===== config.mk =====
export PLATFORM = sky130hd
export DESIGN_NAME = net_irq_agg
export DESIGN_NICKNAME = d
export VERILOG_FILES = /design/src/rtl/net_irq_pkg.sv /design/src/rtl/net_irq_decode.sv /design/src/rtl/net_irq_field.sv /design/src/rtl/net_irq_level.sv /design/src/rtl/net_irq_agg.sv
export SDC_FILE = /design/constraint.sdc
export NUM_CORES = 1
export LEC_CHECK = 0
export ABC_AREA = 1
export ABC_CLOCK_PERIOD_IN_PS = 2550
export CAP_MARGIN = 40
export CORE_MARGIN = 2
export CORE_UTILIZATION = 53
export DETAILED_ROUTE_END_ITERATION = 10
export PLACE_DENSITY = 0.82
export SLEW_MARGIN = 20
export SYNTH_ARGS = -nofsm -noshare
export SYNTH_HDL_FRONTEND = slang
export SYNTH_HIERARCHICAL = 1
export SYNTH_SLANG_ARGS = --single-unit

===== constraint.sdc =====
create_clock -name clk -period 2.55 [get_ports clk]
set_clock_uncertainty 0.1 [all_clocks]
set_input_delay 0.6375 -clock clk [delete_from_list [all_inputs] [get_ports clk]]
set_output_delay 0.6375 -clock clk [all_outputs]
set_load 0.05 [all_outputs]

===== src/rtl/net_irq_pkg.sv =====
package net_irq_pkg;
    localparam int unsigned REG_W   = 32;
    localparam int unsigned MGMT_W  = 16;
    localparam int unsigned ADDR_W  = 12;
    localparam int unsigned SUM_BIT = 23;

    localparam logic [ADDR_W-1:0] OFS_MAIN_STAT  = 12'h100;
    localparam logic [ADDR_W-1:0] OFS_MAIN_MASK  = 12'h104;
    localparam logic [ADDR_W-1:0] OFS_MAIN_STAT2 = 12'h108;
    localparam logic [ADDR_W-1:0] OFS_MAIN_MASK2 = 12'h10C;
    localparam logic [ADDR_W-1:0] OFS_MGMT_MASK  = 12'h204;
    localparam logic [ADDR_W-1:0] OFS_MGMT_STAT  = 12'h208;

    localparam int unsigned BIT_RX_DONE   = 16;
    localparam int unsigned BIT_RX_NODESC = 17;
    localparam int unsigned BIT_TX_DESC   = 24;
    localparam int unsigned BIT_TX_DRAIN  = 25;

    localparam logic [REG_W-1:0]  MAIN_MASK_RST = 32'hFF7F_FFFF;
    localparam logic [MGMT_W-1:0] MGMT_MASK_RST = 16'hFFFF;

    typedef struct packed {
        logic main_stat;
        logic main_mask;
        logic mgmt_stat;
        logic mgmt_mask;
    } reg_hit_t;
endpackage


===== src/rtl/net_irq_decode.sv =====
module net_irq_decode
    import net_irq_pkg::*;
(
    input  logic              sel,
    input  logic [ADDR_W-1:0] addr,
    output reg_hit_t          hit
);
    always_comb begin
        hit = '0;
        if (sel) begin
            hit.main_stat = (addr == OFS_MAIN_STAT) || (addr == OFS_MAIN_STAT2);
            hit.main_mask = (addr == OFS_MAIN_MASK) || (addr == OFS_MAIN_MASK2);
            hit.mgmt_stat = (addr == OFS_MGMT_STAT);
            hit.mgmt_mask = (addr == OFS_MGMT_MASK);
        end
    end
endmodule


===== src/rtl/net_irq_field.sv =====
module net_irq_field #(
    parameter int unsigned     W     = 32,
    parameter logic [W-1:0]    RST   = '0,
    parameter logic [W-1:0]    STORE = '1,
    parameter bit              CLEAR = 1'b1
) (
    input  logic         clk,
    input  logic         rst_n,
    input  logic         wr_en,
    input  logic         rd_en,
    input  logic [W-1:0] wdata,
    input  logic [W-1:0] set,
    output logic [W-1:0] value
);
    logic [W-1:0] val_d, val_q;

    always_comb begin
        val_d = val_q;
        if (wr_en) begin
            val_d = wdata;
        end else if (CLEAR && rd_en) begin
            val_d = '0;
        end
        val_d = (val_d | set) & STORE;
    end

    always_ff @(posedge clk) begin
        if (!rst_n) val_q <= RST;
        else        val_q <= val_d;
    end

    assign value = val_q;
endmodule


===== src/rtl/net_irq_level.sv =====
module net_irq_level #(
    parameter int unsigned MAIN_W = 32,
    parameter int unsigned SUB_W  = 16,
    parameter int unsigned SUMB   = 23
) (
    input  logic              clk,
    input  logic              rst_n,
    input  logic [MAIN_W-1:0] main_stat,
    input  logic [MAIN_W-1:0] main_mask,
    input  logic [SUB_W-1:0]  sub_stat,
    input  logic [SUB_W-1:0]  sub_mask,
    output logic              sub_pend,
    output logic              irq
);
    localparam logic [MAIN_W-1:0] SUM_ONE = MAIN_W'(1) << SUMB;

    typedef struct packed {
        logic irq;
    } lvl_t;

    lvl_t lvl_d, lvl_q;
    logic main_pend;

    always_comb begin
        sub_pend  = |(sub_stat & ~sub_mask);
        main_pend = |(main_stat & ~main_mask & ~SUM_ONE);
        lvl_d.irq = main_pend | sub_pend;
    end

    always_ff @(posedge clk) begin
        if (!rst_n) lvl_q <= '0;
        else        lvl_q <= lvl_d;
    end

    assign irq = lvl_q.irq;
endmodule


===== src/rtl/net_irq_agg.sv =====
module net_irq_agg
    import net_irq_pkg::*;
(
    input  logic              clk,
    input  logic              rst_n,
    input  logic              reg_sel,
    input  logic              reg_wr,
    input  logic [ADDR_W-1:0] reg_addr,
    input  logic [REG_W-1:0]  reg_wdata,
    output logic [REG_W-1:0]  reg_rdata,
    output logic              reg_rvalid,
    input  logic              ev_rx_done,
    input  logic              ev_rx_nodesc,
    input  logic              ev_tx_desc,
    input  logic              ev_tx_drained,
    input  logic              ev_link_chg,
    input  logic [MGMT_W-1:0] mgmt_evt,
    output logic              irq
);
    localparam logic [REG_W-1:0] SUM_ONE = REG_W'(1) << SUM_BIT;

    typedef struct packed {
        logic [REG_W-1:0] rdata;
        logic             rvalid;
    } rd_t;

    reg_hit_t         hit;
    logic             do_wr, do_rd;
    logic [REG_W-1:0] main_stat, main_mask, main_set, main_view;
    logic [MGMT_W-1:0] mgmt_stat, mgmt_mask, mgmt_set;
    logic             sub_pend;
    rd_t              rd_d, rd_q;

    assign do_wr = reg_sel && reg_wr;
    assign do_rd = reg_sel && !reg_wr;

    net_irq_decode u_dec (
        .sel  (reg_sel),
        .addr (reg_addr),
        .hit  (hit)
    );

    always_comb begin
        main_set = '0;
        main_set[BIT_RX_DONE]   = ev_rx_done;
        main_set[BIT_RX_NODESC] = ev_rx_nodesc;
        main_set[BIT_TX_DESC]   = ev_tx_desc;
        main_set[BIT_TX_DRAIN]  = ev_tx_drained;
        mgmt_set = mgmt_evt | {MGMT_W{ev_link_chg}};
    end

    net_irq_field #(.W(REG_W), .RST('0), .STORE(~SUM_ONE), .CLEAR(1'b1)) u_main_stat (
        .clk(clk), .rst_n(rst_n),
        .wr_en(do_wr && hit.main_stat), .rd_en(do_rd && hit.main_stat),
        .wdata(reg_wdata), .set(main_set), .value(main_stat)
    );

    net_irq_field #(.W(REG_W), .RST(MAIN_MASK_RST), .STORE('1), .CLEAR(1'b0)) u_main_mask (
        .clk(clk), .rst_n(rst_n),
        .wr_en(do_wr && hit.main_mask), .rd_en(1'b0),
        .wdata(reg_wdata), .set('0), .value(main_mask)
    );

    net_irq_field #(.W(MGMT_W), .RST('0), .STORE('1), .CLEAR(1'b1)) u_mgmt_stat (
        .clk(clk), .rst_n(rst_n),
        .wr_en(do_wr && hit.mgmt_stat), .rd_en(do_rd && hit.mgmt_stat),
        .wdata(reg_wdata[MGMT_W-1:0]), .set(mgmt_set), .value(mgmt_stat)
    );

    net_irq_field #(.W(MGMT_W), .RST(MGMT_MASK_RST), .STORE('1), .CLEAR(1'b0)) u_mgmt_mask (
        .clk(clk), .rst_n(rst_n),
        .wr_en(do_wr && hit.mgmt_mask), .rd_en(1'b0),
        .wdata(reg_wdata[MGMT_W-1:0]), .set('0), .value(mgmt_mask)
    );

    net_irq_level #(.MAIN_W(REG_W), .SUB_W(MGMT_W), .SUMB(SUM_BIT)) u_lvl (
        .clk(clk), .rst_n(rst_n),
        .main_stat(main_stat), .main_mask(main_mask),
        .sub_stat(mgmt_stat), .sub_mask(mgmt_mask),
        .sub_pend(sub_pend), .irq(irq)
    );

    assign main_view = main_stat | (sub_pend ? SUM_ONE : '0);

    always_comb begin
        rd_d.rvalid = do_rd;
        rd_d.rdata  = '0;
        if (do_rd) begin
            unique case (1'b1)
                hit.main_stat: rd_d.rdata = main_view;
                hit.main_mask: rd_d.rdata = main_mask;
                hit.mgmt_stat: rd_d.rdata = REG_W'(mgmt_stat);
                hit.mgmt_mask: rd_d.rdata = REG_W'(mgmt_mask);
                default:       rd_d.rdata = '0;
            endcase
        end
    end

    always_ff @(posedge clk) begin
        if (!rst_n) rd_q <= '0;
        else        rd_q <= rd_d;
    end

    assign reg_rdata  = rd_q.rdata;
    assign reg_rvalid = rd_q.rvalid;
endmodule


* After elaboration in Yosys (flattened, before gate mapping)
Cells that the tools add are included.
** Operators by class
- Reduce and logical (&&, ||, !) cells :: 14
- Mux-type cells :: 7
- Equal/unequal tests :: 6
- Bitwise logic cells :: 9
** Operators with widths (count)
- $pmux 32 s4 :: 1
- $mux 32 :: 2
- $eq 12x9->1 const B :: 4
- $and 32x32->32 :: 1
- $mux 16 :: 2
- $not 32->32 :: 1
- $or 16x16->16 :: 2
- $or 32x24->32 :: 1
- $or 32x26->32 :: 1
- $reduce_or 31->1 :: 1
- $eq 12x10->1 const B :: 2
- $mux 24 :: 1
- $and 16x16->16 :: 1
- $not 16->16 :: 1
- $reduce_or 16->1 :: 1
- $logic_and 1x1->1 :: 8
- $mux 4 :: 1
- $logic_or 1x1->1 :: 2
- $reduce_and 2->1 :: 1
- $logic_not 1->1 :: 1
- $or 1x1->1 :: 1
** Word-level totals
- Output and inout port bits :: 34
- Word-level logic and storage cells :: 44
- Register bits after elaboration :: 130
- Input bits :: 69

* Depth between registers and ports, before layout
Gate-level depths: netlist of run 1.
- Depth after elaboration :: 7
- Gate-level depth with buffers :: 15
- Depth with buffers taken out :: 12

* Modules after synthesis
Netlist of run 1, hierarchy kept.
** Modules (own cells, without submodules)
- net_irq_agg :: area an instance 1739.2 µm², times used 1, cells an instance 257, seq. area each 660.6 µm²
- net_irq_field at u_main_stat :: area an instance 1204.9 µm², times used 1, cells an instance 137, seq. area each 620.6 µm²
- net_irq_field at u_main_mask :: area an instance 1191.1 µm², times used 1, cells an instance 142, seq. area each 640.6 µm²
- net_irq_field at u_mgmt_mask :: area an instance 664.4 µm², times used 1, cells an instance 86, seq. area each 320.3 µm²
- net_irq_field at u_mgmt_stat :: area an instance 601.8 µm², times used 1, cells an instance 70, seq. area each 320.3 µm²
- net_irq_level :: area an instance 544.3 µm², times used 1, cells an instance 138, seq. area each 20.0 µm²
- net_irq_decode :: area an instance 121.4 µm², times used 1, cells an instance 29, seq. area each 0.0 µm²

* Least setup slack after synthesis of run 1
No wires, ideal clock.
- Kind :: input -> register
- From :: in reg_addr[4]
- To :: reg u_main_stat.val_q[0] (netlist: u_main_stat/value[0])
- Required time :: 2.325 ns
- Library setup time :: 0.125 ns
- Path slack :: 0.397 ns
- Buffers on the path :: 3
- Stages on the path :: 13
- Arrival :: 1.929 ns
- Cells stage by stage :: inv_1 -> nand2_1 -> nor2_2 -> nand2_1 -> nor2_1 -> buf_4 -> buf_4 -> inv_1 -> nor2_1 -> nor2_4 -> buf_6 -> nand2_2 -> a21oi_2
** RTL lines
- from (decl) :: line net_irq_agg.sv:8 : input logic [ADDR_W-1:0] reg_addr,
- to (signal assigned) :: line net_irq_field.sv:29 : else val_q <= val_d;
- to (decl) :: line net_irq_field.sv:15 : logic [W-1:0] val_d, val_q;

* Final worst setup path of run 1
- From :: reg rd_q, in the netlist reg_rdata[17]
- To :: out reg_rdata[17]
** RTL lines
- from (decl) :: line net_irq_agg.sv:32 : rd_t rd_d, rd_q;
- from (signal assigned) :: line net_irq_agg.sv:101 : else rd_q <= rd_d;
- to (decl) :: line net_irq_agg.sv:10 : output logic [REG_W-1:0] reg_rdata,
No word-level cell between the ends.

==> results of run 1 <==
logic make-up after synthesis:
group                  count (synthesis)  share of synthesized area
AO/OA/AOI/OAI                        147                      0.135
flip-flops                           129                      0.426
buffers and inverters                116                      0.115
other                                  2                    0.00124
AND/OR/NAND/NOR                      465                      0.323
layer usage:
metal / track usage / up-vias / part of all wire
met2: 0.433 / 227 / 0.46
li1: - / 2963 / -
met5: 0 / - / 0
met3: 0.0738 / 33 / 0.071
met4: 0.120 / 0 / 0.027
met1: 0.349 / 2590 / 0.44
layout by cell type (no fill, tap or decap), types with 17 or more instances in the layout:
cell and n:
nand2_1 291, dfxtp_1 129, a21oi_1 118, clkdlybuf4s50_1 102, conb_1 76, nor2_1 71
inv_1 70, nand3_1 51, nand2_2 24, a21oi_2 23, buf_4 20, clkbuf_16 17
worst min-delay path, delay by kind of cell, from the launching register on:
family             cells  cell delay [ps]
DFF                    1              320
AOI/OAI and AO/OA      1               50
and+or+nand+nor        1               60
registers in the layout, indices dropped and copies added (netlist names):
signal / flops
reg_rdata: 32
u_main_mask/value: 32
u_main_stat/value: 31
u_mgmt_mask/value: 16
u_mgmt_stat/value: 16
reg_rvalid: 1
u_lvl/irq: 1
synthesized netlist by cell type (all sizes together):
| cell | n | area share |
|---|---|---|
| a21oi | 141 | 0.13 |
| nand4 | 2 | 0.0021 |
| nor2 | 80 | 0.055 |
| nand3 | 52 | 0.045 |
| dfxtp | 129 | 0.43 |
| buf | 39 | 0.065 |
| or2 | 16 | 0.016 |
| o21ai | 6 | 0.0049 |
| inv | 72 | 0.046 |
| nand2 | 315 | 0.20 |
| conb | 2 | 0.0012 |
| clkbuf | 5 | 0.0039 |
final cells by class:
class                   count  area (um^2)
repair buffers            125         1240
fillers                   902         3210
flip-flops and latches    129         2580
multi-input cells         688         3080
inverters                  72          278
clock buffers              19          443
well taps                 143          179
clock inverters            12          260
where the power goes:
part | switching, mW | internal [mW]
clock | 0.874 | 2.04
sequential | 0.0438 | 2.07
combinational | 0.164 | 0.169
worst max-delay path by stage:
stage | end | slack, ps | cells after the start
after floorplan | u_main_stat/value[0] | 400 | 13
after global placement | u_main_stat/value[21] | -90 | 11
after detailed placement | u_main_mask/value[23] | 30 | 13
after CTS | reg_rdata[17] | 250 | 1
after global routing | u_main_stat/value[15] | 170 | 11
final | reg_rdata[17] | 270 | 1
metrics by stage:
stage	TNS [ps]	util	setup slack (ps)	hold slack, ps
floorplan	0	-	397	351
global placement	-2390	0.650	-88.8	368
detailed placement	0	0.652	25.8	372
CTS	0	0.715	253	381
global route	0	0.715	171	397
finish	0	0.715	275	380
==> results.txt, run 1 <==
status -> finished, final reports clean
Syn Inst Count -> 859
post-layout min period -> 2280 ps
Clock transition at path regs -> 50 ps
n_diodes -> 0
Crit. End Element -> output port
Layout Nets -> 1,102
initial core utilization -> 0.538
Gates resized, CTS repair -> 0
Hold EP -> u_main_stat/value[18]
die height -> 111 um
Port Buffers -> 102
global-route wire length before repair -> 26,900 um
Max Freq -> 440 MHz
overall power -> 5.36 mW
final wirelength -> 16,200 um
Bufs and invs on worst path -> 1
CP max FO -> 1
Detailed Routing Iterations Pass 1 -> 5
initial antenna violation count -> 0
hold path cells -> 2
Die Width -> 111 um
P per Cell Area -> 666 mW/mm^2
Area Growth Syn to Fin -> 32.8%
pin count of the biggest net entering global routing -> 33
gpl congestion -> 0.849
setup violation total in the final timing report -> 0
Setup CP Type -> flip-flop to output port
VDD IR-drop max -> 0.568 mV
num ports -> 103
Post-CTS Setup Inserts -> 0
post-synthesis register bit count -> 129
Worst EP required -> 1810 ps
Vias -> 5,813
DRC viols -> 0
Num CTS Buffers -> 17
leakage -> 4.12 nW
CTS Root Cell -> clkbuf_16
Setup crit start -> reg_rdata[17]
yosys warns -> 6
startpoint types -> flip-flop
CP delay by family, top -> buffers and inverters
Synth cell types -> 26
worst skew pair latency -> 430 ps
Min-Delay Path Class -> flip-flop to flip-flop
slowest stage delay, CP -> 800 ps
max_slew headroom -> 0.627
Avg Inst Size Synth -> 7.06 um^2
core area -> 0.0113 mm^2
gr ovfl total -> 0
die area -> 0.0123 mm^2
RR Endpoint -> reg_rdata[23]
dpl cell area -> 0.00735 mm^2
Final ANT Viol Nets -> 0
RSZ-0062 raised after global routing -> no
TritonCTS clock tree -> done
half-perimeter wire length after placement -> 10,600 um
# hold bufs at CTS -> 0
number of vias per cell -> 4.89
vias in the first global route -> 5,602
register-to-register setup slack -> 1020 ps
Worst Tran Pin Value -> 558 ps
num rows -> 39
layout cell share with drive strength beyond 1 -> 0.122
H-tree depth -> 4
CTS Sinks -> 129
Fin. Hold Viols -> 0
# Max-Cap Violations -> 0
Tcrit/Tclk final -> 0.892
reg2reg start -> u_mgmt_mask/value[6]
critical path cell sequence -> clkdlybuf4s50_1
clock buffer depth -> 2
All-Layer GR Usage -> 0.273
Hold Crit Start -> u_main_stat/value[18]
crit path DAT -> 1540 ps
slowest CP cell -> clkdlybuf4s50_1
routed len/inst -> 13.7 um
Slew Viols, Final -> 0
sequential area share after synthesis -> 0.426
Reg2Reg Depth -> 9
number of instances in the placed design -> 1,157
cell area after synthesis -> 0.00607 mm^2
Initial DRC Count -> 488
Non-Filler Instances -> 1,188
design area -> 0.00806 mm^2
No activity file was read; power rests on OpenSTA's default activity.
==> run 2: changes to the inputs <==
Settings changed: CAP_MARGIN 40 to 25.
==> results.txt, run 2 (synthesis results as in run 1) <==
gr ovfl total -> 0 (unchanged)
n_diodes -> 0 (unchanged)
Gates resized, CTS repair -> 0 (unchanged)
Worst EP required -> 2800 ps (+990 ps)
layout cell share with drive strength beyond 1 -> 0.122 (-0.000841)
CP delay by family, top -> simple AND/OR/NAND/NOR gates
slowest CP cell -> nor2_4
final wirelength -> 16,400 um (+0.92%)
CP max FO -> 31 (+30)
status -> finished, final reports clean
Fin. Hold Viols -> 0 (unchanged)
CTS Root Cell -> clkbuf_16
Slew Viols, Final -> 0 (unchanged)
VDD IR-drop max -> 0.563 mV (-0.82%)
global-route wire length before repair -> 26,800 um (-0.28%)
Layout Nets -> 1,101 (-0.091%)
Detailed Routing Iterations Pass 1 -> 5 (unchanged)
Min-Delay Path Class -> flip-flop to flip-flop
CTS Sinks -> 129 (unchanged)
overall power -> 5.50 mW (+2.6%)
Crit. End Element -> flip-flop
startpoint types -> primary input
Tcrit/Tclk final -> 0.920 (+0.0281)
initial core utilization -> 0.538 (unchanged)
Post-CTS Setup Inserts -> 0 (unchanged)
crit path DAT -> 2600 ps (+1060 ps)
Num CTS Buffers -> 17 (unchanged)
TritonCTS clock tree -> done
Max Freq -> 426 MHz (-3.1%)
gpl congestion -> 0.849 (unchanged)
H-tree depth -> 4 (unchanged)
Initial DRC Count -> 389 (-20%)
initial antenna violation count -> 0 (unchanged)
P per Cell Area -> 683 mW/mm^2 (+2.5%)
pin count of the biggest net entering global routing -> 33 (unchanged)
die height -> 111 um (unchanged)
TNS Setup -> 0 ps (unchanged)
Fin Hold WS -> 382 ps (+1.92 ps)
num rows -> 39 (unchanged)
max_slew headroom -> 0.381 (-0.246)
post-route setup slack -> 203 ps (-71.8 ps)
number of vias per cell -> 4.89 (about the same)
worst skew pair latency -> 420 ps (about the same)
RSZ-0062 raised after global routing -> no
Worst Tran Pin Value -> 926 ps (+369 ps)
All-Layer GR Usage -> 0.273 (-0.000296)
most used cell, CP -> nand2_1
core area -> 0.0113 mm^2 (unchanged)
slowest stage delay, CP -> 720 ps (-80 ps)
# Max-Cap Violations -> 0 (unchanged)
critical path cell sequence -> clkdlybuf4s50_1 > inv_1 > nand2_1 > nor2_1 > nand2_1 > nor2_2 > inv_1 > nor2_1 > nor2_4 > nand2_1 > a21oi_1
leakage -> 4.12 nW (about the same)
pre-CTS setup slack -> -157 ps (-183 ps)
Vias -> 5,806 (-0.12%)
vias in the first global route -> 5,563 (-0.70%)
Bufs and invs on worst path -> 3 (+2)
num ports -> 103 (unchanged)
commonest non-fill, non-tap cell in the layout -> nand2_1
routed len/inst -> 13.8 um (+1.0%)
setup violation total in the final timing report -> 0 (unchanged)
Setup CP Type -> primary input to flip-flop
Clock transition at path regs -> 60 ps (about the same)
Final ANT Viol Nets -> 0 (unchanged)
Die Width -> 111 um (unchanged)
number of instances in the placed design -> 1,156 (-0.086%)
Non-Filler Instances -> 1,187 (-0.084%)
Port Buffers -> 102 (unchanged)
die area -> 0.0123 mm^2 (unchanged)
# hold bufs at CTS -> 0 (unchanged)
post-layout min period -> 2350 ps (+71.8 ps)
half-perimeter wire length after placement -> 10,500 um (-0.91%)
clock buffer depth -> 2 (unchanged)
Area Growth Syn to Fin -> 32.9% (about the same)
most frequent cells in the layout -> nand2_1, dfxtp_1, a21oi_1
DRC viols -> 0 (unchanged)
-- run 2: cell types whose count changed in the layout (fill, tap and decap cells not counted), sizes merged --
cell / previous run / this run
bufinv: 8 / 9
clkbuf: 19 / 20
clkinv: 4 / 2
buf: 23 / 22
-- run 2: tightest hold or removal path, cell delays in order (launching register included) --
cell     delay (ps)
dfxtp_1         320
nand2_1          60
a21oi_1          50
-- run 2: final cells by class --
| type | instances | area (um^2) |
|---|---|---|
| tap | 143 | 179 |
| multi-input combinational | 688 | 3080 |
| timing repair buffer | 124 | 1210 |
| clock buffer | 20 | 457 |
| inverter | 72 | 278 |
| clock inverter | 11 | 280 |
| fill | 898 | 3210 |
| sequential | 129 | 2580 |
-- run 2: final timing paths --
kind                         start               endpoint  slack, ps  cells after the start
max                    reg_addr[9]  u_main_stat/value[15]        200                     11
min          u_main_stat/value[18]  u_main_stat/value[18]        380                      2
max reg2reg   u_mgmt_mask/value[5]          reg_rdata[23]       1070                      9
min reg2reg  u_main_stat/value[18]  u_main_stat/value[18]        380                      2
-- run 2: where the power goes --
group          total, mW  internal (mW)  switching (mW)
Clock               3.05           2.17           0.881
Combinational      0.336          0.169           0.168
Sequential          2.12           2.07          0.0430
-- run 2: metrics by stage --
step,util,area (um^2)
after floorplan,-,6340
after global placement,0.650,7330
after detailed placement,0.650,7330
after CTS,0.715,8060
after global routing,0.715,8060
final,0.715,8060
-- run 2: routing by layer --
layer  part of all wire  track usage  routed length [um]  vias to the layer above
met5                  0            0                   0                        -
met4              0.025        0.105                 406                        0
met3              0.059       0.0629                 963                       34
met2               0.47        0.457                7750                      188
met1               0.44        0.341                7250                     2619
li1                   -            -                   -                     2965
